[src/rtl/evt_cmp_pkg.sv]
package evt_cmp_pkg;
   localparam int DATA_W = 32;
   localparam int ADDR_W = 3;

   localparam logic [ADDR_W-1:0] A_CFG    = 3'd0;
   localparam logic [ADDR_W-1:0] A_CMP_LO = 3'd1;
   localparam logic [ADDR_W-1:0] A_CMP_HI = 3'd2;
   localparam logic [ADDR_W-1:0] A_PER_LO = 3'd3;
   localparam logic [ADDR_W-1:0] A_PER_HI = 3'd4;
   localparam logic [ADDR_W-1:0] A_ACK    = 3'd5;

   localparam int B_LVL  = 0;
   localparam int B_EN   = 1;
   localparam int B_PER  = 2;
   localparam int B_SET  = 3;
   localparam int B_M32  = 4;
   localparam int B_CAPP = 5;
   localparam int B_CAPW = 6;

   typedef struct packed {
      logic m32;
      logic setv;
      logic per;
      logic en;
      logic lvl;
   } cfg_t;
endpackage

[src/rtl/evt_cmp_dist.sv]
module evt_cmp_dist #(
   parameter int CNT_W = 64
) (
   input  logic [CNT_W-1:0] cmp,
   input  logic [CNT_W-1:0] count,
   input  logic [CNT_W-1:0] period,
   input  logic             m32,
   input  logic             periodic,
   output logic             reached,
   output logic             wrap_init,
   output logic [CNT_W-1:0] adv
);
   localparam int H = CNT_W / 2;

   logic [CNT_W-1:0] diff_f;
   logic [H-1:0]     diff_h, dist_h, to_wrap;

   always_comb begin
      diff_f  = cmp - count;
      diff_h  = cmp[H-1:0] - count[H-1:0];
      reached = m32 ? (diff_h[H-1] | (diff_h == '0))
                    : (diff_f[CNT_W-1] | (diff_f == '0));
      dist_h    = reached ? {{(H-1){1'b0}}, 1'b1} : diff_h;
      to_wrap   = ~count[H-1:0];
      wrap_init = m32 & ~periodic & (to_wrap < dist_h);
      adv = m32 ? {{H{1'b0}}, cmp[H-1:0] + period[H-1:0]} : cmp + period;
   end
endmodule

[src/rtl/evt_cmp_wrapwatch.sv]
module evt_cmp_wrapwatch #(
   parameter int LO_W = 32
) (
   input  logic            clk,
   input  logic            rst_n,
   input  logic [LO_W-1:0] cnt_lo,
   output logic            wrapped
);
   logic [LO_W-1:0] prev_q;

   always_ff @(posedge clk) begin
      if (!rst_n) prev_q <= '0;
      else        prev_q <= cnt_lo;
   end

   assign wrapped = prev_q > cnt_lo;
endmodule

[src/rtl/evt_cmp_irq.sv]
module evt_cmp_irq (
   input  logic clk,
   input  logic rst_n,
   input  logic fire,
   input  logic live,
   input  logic lvl,
   input  logic ack,
   output logic irq_o
);
   logic q;

   always_ff @(posedge clk) begin
      if (!rst_n)   q <= 1'b0;
      else if (lvl) q <= live & ((q & ~ack) | fire);
      else          q <= live & fire;
   end

   assign irq_o = q;
endmodule

[src/rtl/evt_cmp_channel.sv]
module evt_cmp_channel
   import evt_cmp_pkg::*;
#(
   parameter int CNT_W = 64
) (
   input  logic              clk,
   input  logic              rst_n,
   input  logic [CNT_W-1:0]  count_i,
   input  logic              glob_en_i,
   input  logic              wr_en_i,
   input  logic [ADDR_W-1:0] wr_addr_i,
   input  logic [DATA_W-1:0] wr_data_i,
   input  logic [ADDR_W-1:0] rd_addr_i,
   output logic [DATA_W-1:0] rd_data_o,
   output logic              irq_o
);
   localparam int H = CNT_W / 2;

   if (CNT_W != 2 * DATA_W) begin : g_bad_width
      $error("evt_cmp_channel: CNT_W must be twice DATA_W");
   end

   cfg_t             cfg_q;
   logic [CNT_W-1:0] cmp_q, per_q, adv;
   logic arm_req, armed, catchup, wrap_pend, glob_q;
   logic live, reached, wrap_init, wrapped, fire;
   logic wr_cfg, wr_lo, wr_hi, ack, load_ok, glob_rise;

   assign live      = cfg_q.en & glob_en_i;
   assign glob_rise = glob_en_i & ~glob_q;
   assign wr_cfg    = wr_en_i & (wr_addr_i == A_CFG);
   assign wr_lo     = wr_en_i & (wr_addr_i == A_CMP_LO);
   assign wr_hi     = wr_en_i & (wr_addr_i == A_CMP_HI);
   assign ack       = wr_en_i & (wr_addr_i == A_ACK);
   assign load_ok   = ~cfg_q.per | cfg_q.setv;
   assign fire      = live & armed & ~catchup & (wrap_pend ? wrapped : reached);

   evt_cmp_dist #(.CNT_W(CNT_W)) u_dist (
      .cmp(cmp_q), .count(count_i), .period(per_q), .m32(cfg_q.m32),
      .periodic(cfg_q.per), .reached(reached), .wrap_init(wrap_init), .adv(adv)
   );

   evt_cmp_wrapwatch #(.LO_W(H)) u_wrap (
      .clk(clk), .rst_n(rst_n), .cnt_lo(count_i[H-1:0]), .wrapped(wrapped)
   );

   evt_cmp_irq u_irq (
      .clk(clk), .rst_n(rst_n), .fire(fire), .live(live),
      .lvl(cfg_q.lvl), .ack(ack), .irq_o(irq_o)
   );

   always_ff @(posedge clk) begin
      if (!rst_n) begin
         cfg_q     <= '0;
         cmp_q     <= '1;
         per_q     <= '0;
         arm_req   <= 1'b0;
         armed     <= 1'b0;
         catchup   <= 1'b0;
         wrap_pend <= 1'b0;
         glob_q    <= 1'b0;
      end else begin
         glob_q  <= glob_en_i;
         arm_req <= glob_en_i & (wr_lo | wr_hi
                    | (wr_cfg & wr_data_i[B_EN] & ~cfg_q.en)
                    | (glob_rise & cfg_q.en & ~(&cmp_q)));

         // channel sequencing
         if (!live) begin
            armed     <= 1'b0;
            catchup   <= 1'b0;
            wrap_pend <= 1'b0;
         end else if (arm_req) begin
            armed     <= 1'b1;
            catchup   <= 1'b0;
            wrap_pend <= wrap_init;
         end else if (fire) begin
            if (wrap_pend) begin
               wrap_pend <= 1'b0;
            end else if (cfg_q.per && per_q != '0) begin
               catchup <= 1'b1;
               cmp_q   <= adv;
            end else begin
               armed <= 1'b0;
            end
         end else if (catchup) begin
            if (reached) cmp_q   <= adv;
            else         catchup <= 1'b0;
         end

         // register writes override sequencing
         if (wr_cfg) begin
            cfg_q.lvl  <= wr_data_i[B_LVL];
            cfg_q.en   <= wr_data_i[B_EN];
            cfg_q.per  <= wr_data_i[B_PER];
            cfg_q.setv <= wr_data_i[B_SET];
            cfg_q.m32  <= wr_data_i[B_M32];
            if (wr_data_i[B_M32]) begin
               cmp_q <= {{H{1'b0}}, cmp_q[H-1:0]};
               per_q <= {{H{1'b0}}, per_q[H-1:0]};
            end
         end
         if (wr_lo) begin
            cfg_q.setv <= 1'b0;
            if (load_ok) cmp_q[H-1:0] <= wr_data_i;
            if (cfg_q.per)
               per_q[H-1:0] <= cfg_q.m32 ? {1'b0, wr_data_i[H-2:0]} : wr_data_i;
         end
         if (wr_hi) begin
            cfg_q.setv <= 1'b0;
            if (!cfg_q.m32) begin
               if (load_ok) cmp_q[CNT_W-1:H] <= wr_data_i;
               else         per_q[CNT_W-1:H] <= {1'b0, wr_data_i[H-2:0]};
            end
         end
      end
   end

   always_comb begin
      unique case (rd_addr_i)
         A_CFG:    rd_data_o = {{(DATA_W-7){1'b0}}, 1'b1, 1'b1, cfg_q};
         A_CMP_LO: rd_data_o = cmp_q[H-1:0];
         A_CMP_HI: rd_data_o = cmp_q[CNT_W-1:H];
         A_PER_LO: rd_data_o = per_q[H-1:0];
         A_PER_HI: rd_data_o = per_q[CNT_W-1:H];
         default:  rd_data_o = '0;
      endcase
   end
endmodule

[config.mk]
export PLATFORM = sky130hd
export DESIGN_NAME = evt_cmp_channel
export DESIGN_NICKNAME = d
export VERILOG_FILES = /design/src/rtl/evt_cmp_pkg.sv /design/src/rtl/evt_cmp_dist.sv /design/src/rtl/evt_cmp_wrapwatch.sv /design/src/rtl/evt_cmp_irq.sv /design/src/rtl/evt_cmp_channel.sv
export SDC_FILE = /design/constraint.sdc
export NUM_CORES = 1
export LEC_CHECK = 0
export BUFFER_PORTS_ARGS = -buffer_cell sky130_fd_sc_hd__buf_2
export CORE_UTILIZATION = 40
export DETAILED_ROUTE_END_ITERATION = 16
export PLACE_DENSITY_LB_ADDON = 0.25
export SLEW_MARGIN = 20
export SYNTH_ARGS = -nofsm -noshare
export SYNTH_HDL_FRONTEND = slang
export SYNTH_SLANG_ARGS = --single-unit
[constraint.sdc]
create_clock -name clk -period 7.3 [get_ports clk]
set_input_delay 1.095 -clock clk [delete_from_list [all_inputs] [get_ports clk]]
set_output_delay 1.095 -clock clk [all_outputs]
set_load 0.01 [all_outputs]
### Yosys cells after proc, flatten, opt, wreduce, memory -nomap -nowiden

Index checks and enable logic that the tools add are counted.
Widths: inputs -> output; s select.

* add/sub/neg operators: 4
* multipliers: 0
* divide/modulo/power cells: 0
* $lt $le $gt $ge: 2
* equal/unequal tests: 11
* shifts and indexed selects: 0
* multiplexer cells: 39
* bitwise logic cells: 35
* reductions and logical operators: 13

Operator list (number)
* $mux 64: 12
* $mux 32: 12
* $pmux 32 s5: 1
* $add 64x64->64: 1
* $logic_not 64->1: 1
* $reduce_and 64->1: 1
* $reduce_bool 64->1: 1
* $sub 64x64->64: 1
* $add 32x32->32: 1
* $gt 32x32->1: 1
* $logic_not 32->1: 1
* $lt 32x32->1: 1
* $not 32->32: 1
* $sub 32x32->32: 1
* $and 1x1->1: 19
* $mux 1: 14
* $eq 3x2->1 const B: 3
* $ne 2x2->1 const B: 4
* $not 1->1: 8
* $or 1x1->1: 7
* $eq 3x1->1 const B: 2
* $eq 3x3->1 const B: 2
* $logic_not 3->1: 2
* $reduce_or 3->1: 2
* other kinds (4): 5

* bits in registers: 171
* latch bits: 0
* bits in writable memories: 0
* bits in read-only memories: 0
* input bits: 106
* output and inout bits: 33
* logic and storage cells: 118
* memories: 0

### Longest topological paths before layout

* word-level depth: 14
* gate-level depth with buffers: 30
* mapped depth without buffers: 29

### Cells and area by module

A second synthesis with hierarchy kept.

* cell total of the unflattened synthesis: 2258
* area, all modules: 16952.5 µm²

By module, submodules not included
* evt_cmp_dist: instances 1, cells an instance 1337, area each 8769.7 µm², sequential area each 0.0 µm²
* evt_cmp_channel: instances 1, cells an instance 739, area each 6486.2 µm², sequential area each 2762.6 µm²
* evt_cmp_wrapwatch: instances 1, cells an instance 179, area each 1657.8 µm², sequential area each 640.6 µm²
* evt_cmp_irq: instances 1, cells an instance 3, area each 38.8 µm², sequential area each 20.0 µm²

### Least setup slack after synthesis

No wires, ideal clock.

* path type: input port to flip-flop
* start: input count_i[1]
* end: register wrap_pend
* setup time: 0.061 ns
* arrival time: 6.401 ns
* required time: 7.239 ns
* path slack: 0.838 ns
* stages: 29
* path buffers: 1
* path through: inv_1 -> ha_1 -> nor2b_4 -> o2111a_1 -> or4_1 -> a2111oi_2 -> nand4_1 -> or4_1 -> or4_1 -> nor4_2 -> a31oi_1 -> mux2i_2 -> nor2_1 -> clkbuf_1 -> nand2_1 -> ha_1 -> a21o_1 -> a21o_1 -> a21o_1 -> a21oi_1 -> nor2b_1 -> o21ai_0 -> nand2b_1 -> a21oi_1 -> o21ai_0 -> a21oi_1 -> nor2b_1 -> a2111oi_0 -> a32o_1

* longest elaborated chain between the ends: 8
* elaborated cells on any way between the ends: 16
* classes of those cells: add/sub (2); order compare (2); mux (4); bitwise (5); reduce/logical (3)

Ends and longest elaborated chain
* from (decl): line evt_cmp_channel.sv:8 `input logic [CNT_W-1:0] count_i,`
* $sub 64x64->64 or $sub 32x32->32 (tied branches): line evt_cmp_dist.sv:19, evt_cmp_dist.sv:20
* $logic_not 64->1 or $logic_not 32->1 (tied branches): line evt_cmp_dist.sv:22, evt_cmp_dist.sv:21
* $or 1x1->1, on equally long branches: line evt_cmp_dist.sv:22, evt_cmp_dist.sv:21
* $mux 1: line evt_cmp_dist.sv:21 `reached = m32 ? (diff_h[H-1] | (diff_h == '0))`
* $mux 32: line evt_cmp_dist.sv:23 `dist_h = reached ? {{(H-1){1'b0}}, 1'b1} : diff_h;`
* $lt 32x32->1: line evt_cmp_dist.sv:25 `wrap_init = m32 & ~periodic & (to_wrap < dist_h);`
* $and 1x1->1: line evt_cmp_dist.sv:25
* $mux 1: line evt_cmp_channel.sv:73 `end else if (arm_req) begin`
* to (signal assigned): line evt_cmp_channel.sv:76 `wrap_pend <= wrap_init;`
* to (decl): line evt_cmp_channel.sv:25 `logic arm_req, armed, catchup, wrap_pend, glob_q;`

Several ways; a longest one is shown, not always the timed one.
A chain may end at the register's enable or synchronous reset.

### Worst setup path after layout

* start: input count_i[7]
* end: register wrap_pend

The elaborated chain is that of the path after synthesis.

==> metrics <==
Core Box Area 0.0433 mm2; Worst Path Max Fanout 8; Mapped Nets 2660; GRT Util Overall 33.3%; status finished, final reports clean; maximum number of pins on one net before global-route repair 78; clock share of power 34.1%; Die Wd 212 um; Ports 139; post-synthesis sequential area ratio 19.4%; net switching power 1.12 mW; Util after Layout 45.6%; critical path type input port to flip-flop; port bufs 138; Worst EP required 7.73 ns; Internal 1.82 mW; RSZ-0062 raised after global routing false; combinational share of power 32.3%; Register Area 0.00342 mm2; clk_lat worst skew 0.50 ns; CP max stage delay 0.75 ns; share of post-route cells with drive strength above 1 11.0%; Sum Neg Setup Slack 0 ns; Final Hold Vio Count 0; multi-input logic area 0.0133 mm2; Switching Share 38.2%; Clock Skew 0.0155 ns; Pwr Total 2.94 mW; Die Y 212 um; leak pwr 8.48 nW; Netlist cell types 85; routability cong. 1.02; Pins Over Slew Limit 0; first-pass GRT wire length 112 mm; startpoint types input port; Placement Setup Slack -0.0824 ns; Ys Warns 0; hold_buf cts 0; Synth Flop Type dfxtp_1; Net count, final 2760; H-tree depth 4; CTS root buffer clkbuf_16; Syn Std Cell Area 0.0177 mm2; CTS Buf Count 17; CTS Buffer Depth 2; # rows 76; fin crit period 6.80 ns; top cell type's share of synthesized area 19.4%; antenna cells 0; Vias/cell 6.37; Final setup viols 0; DR iter-0 viols 2096; vias in the first global route 18300; postcts setup bufs 0; hold_ws 0.457 ns; Hold Crit Class flip-flop to flip-flop; Final Worst Setup Slack 0.501 ns; dpl hpwl 59.5 mm; Clock Sinks 171; # resized after CTS 0; Fillers 4464; peak supply drop 0.259 mV; Area Overhead vs Synth 11.7%; flops & latches, synth 171; top post-synthesis cells by count nand2_1, a21oi_1, ha_1, dfxtp_1, nor2_1; Max-Cap Viols 0; GRT overflow 0; die area 0.0450 mm2; drt drc 0; fmax 0.147 GHz; slowest cell on the critical path a2111oi_1; sequential power share 33.6%; Critical Path AT 7.23 ns; Least-Margin Pin Slew 1.08 ns; post-synthesis cell count 2363; pwr/cell area 149 mW/mm2; most common cell in the netlist nand2_1; DR vias 19500; Routed WL 75.0 mm; CTS tree done; Rel. slew slack 27.6%; syn avg cell area 7.47 um2; Starting Density 40.8%; Post-synth EDFFs 0; Final Cycle Share 93.1%; Initial DRT Pass Iterations 6; initial antenna violation count 3; post-route ant nets 0; Worst-path clk slew 0.08 ns; largest cells by area after synthesis dfxtp_1, ha_1, nand2_1; drt wl/cell 24.5 um; critical path endpoint category flip-flop; cell accounting for the most synthesized area dfxtp_1; async set-reset flop share out of synthesis 0%
layout make-up:
class | count | area share [%]
multi-input combinational | 1961 | 67.6
sequential | 171 | 17.4
timing repair buffer | 203 | 6.05
tap | 585 | 3.71
clock buffer | 18 | 2.23
inverter | 109 | 2.07
clock inverter | 14 | 0.952
power groups by stage:
stage          combinational [mW]  sequential, mW  clock [mW]
3_3_place_gp                0.923            1.01           0
4_1_cts                     0.932           0.985        1.02
6_report                    0.949           0.986        1.00
3_5_place_dp                0.926            1.01           0
2_1_floorplan               0.620           0.993           0
5_1_grt                      1.04           0.987        1.05
registers in the layout, summed over array words and instances, names as in the netlist:
register and cells:
cfg_q 5, glob_q 1, u_wrap.prev_q 32, u_irq.irq_o 1, wrap_pend 1, cmp_q 64
per_q 64, armed 1, arm_req 1, catchup 1
cells by family (layout without fill, tap and decap cells):
| family | count (synthesis) | in the layout | share of synthesized area, % |
|---|---|---|---|
| AND/OR/NAND/NOR | 862 | 862 | 25.1 |
| AO/OA/AOI/OAI | 771 | 771 | 29.5 |
| multiplexers | 46 | 46 | 2.69 |
| flip-flops | 171 | 171 | 19.4 |
| buffers and inverters | 231 | 344 | 5.20 |
| adder cells (fa/ha/maj) | 191 | 191 | 13.6 |
| XOR/XNOR | 91 | 91 | 4.51 |
layout by cell type, fill, tap and decap left out, types with 17 or more instances in the layout:
master	synthesis	layout
or3_1	31	31
buf_4	0	65
xor2_1	36	36
clkbuf_16	0	17
nor3b_1	29	28
o21bai_1	25	24
nor2b_1	36	35
nand2b_1	29	29
a21oi_1	192	192
and3_1	24	23
a22o_1	30	30
buf_2	8	137
a211oi_1	30	30
xnor2_1	55	55
nor4_1	37	37
nand3b_1	21	21
nand4_1	74	74
dfxtp_1	171	171
o21a_1	23	23
a31oi_1	26	26
nand2_1	271	271
a21boi_0	42	42
inv_1	109	109
a21o_1	58	58
o211ai_1	40	40
and2_1	54	54
nor2_1	132	131
o21ai_0	108	108
a22oi_1	64	64
nand3_1	42	42
ha_1	189	189
nor3_1	44	43
mux2i_1	37	37
critical path: cells and delay by family:
family	cells	cell delay (ns)
buffers and inverters	3	0.40
and+or+nand+nor	11	1.88
xor gates and xnor gates	1	0.18
AOI/OAI and AO/OA	13	3.01
adders and majority gates	2	0.66
metrics by stage:
step           instances  cell area (um2)
2_1_floorplan       2363            17700
3_3_place_gp        3029            19100
3_5_place_dp        3029            19100
4_1_cts             3061            19700
5_1_grt             3061            19700
6_report            3061            19700
per-layer routing:
layer | vias up | global-route usage, % | part of all wire (%)
met2 | 875 | 53.1 | 45
li1 | 9030 | - | -
met4 | 6 | 14.9 | 4.0
met3 | 181 | 5.41 | 7.7
met1 | 9399 | 43.9 | 43
met5 | - | 0 | 0.048
final timing paths:
check                   from        end  slack (ns)  cells after the start
hold reg to reg      arm_req    catchup        0.46                      1
hold / removal       arm_req    catchup        0.46                      1
setup / recovery  count_i[7]  wrap_pend        0.50                     30
setup reg to reg   cmp_q[15]  wrap_pend        0.74                     28
Power figures use the tool's default switching activity.
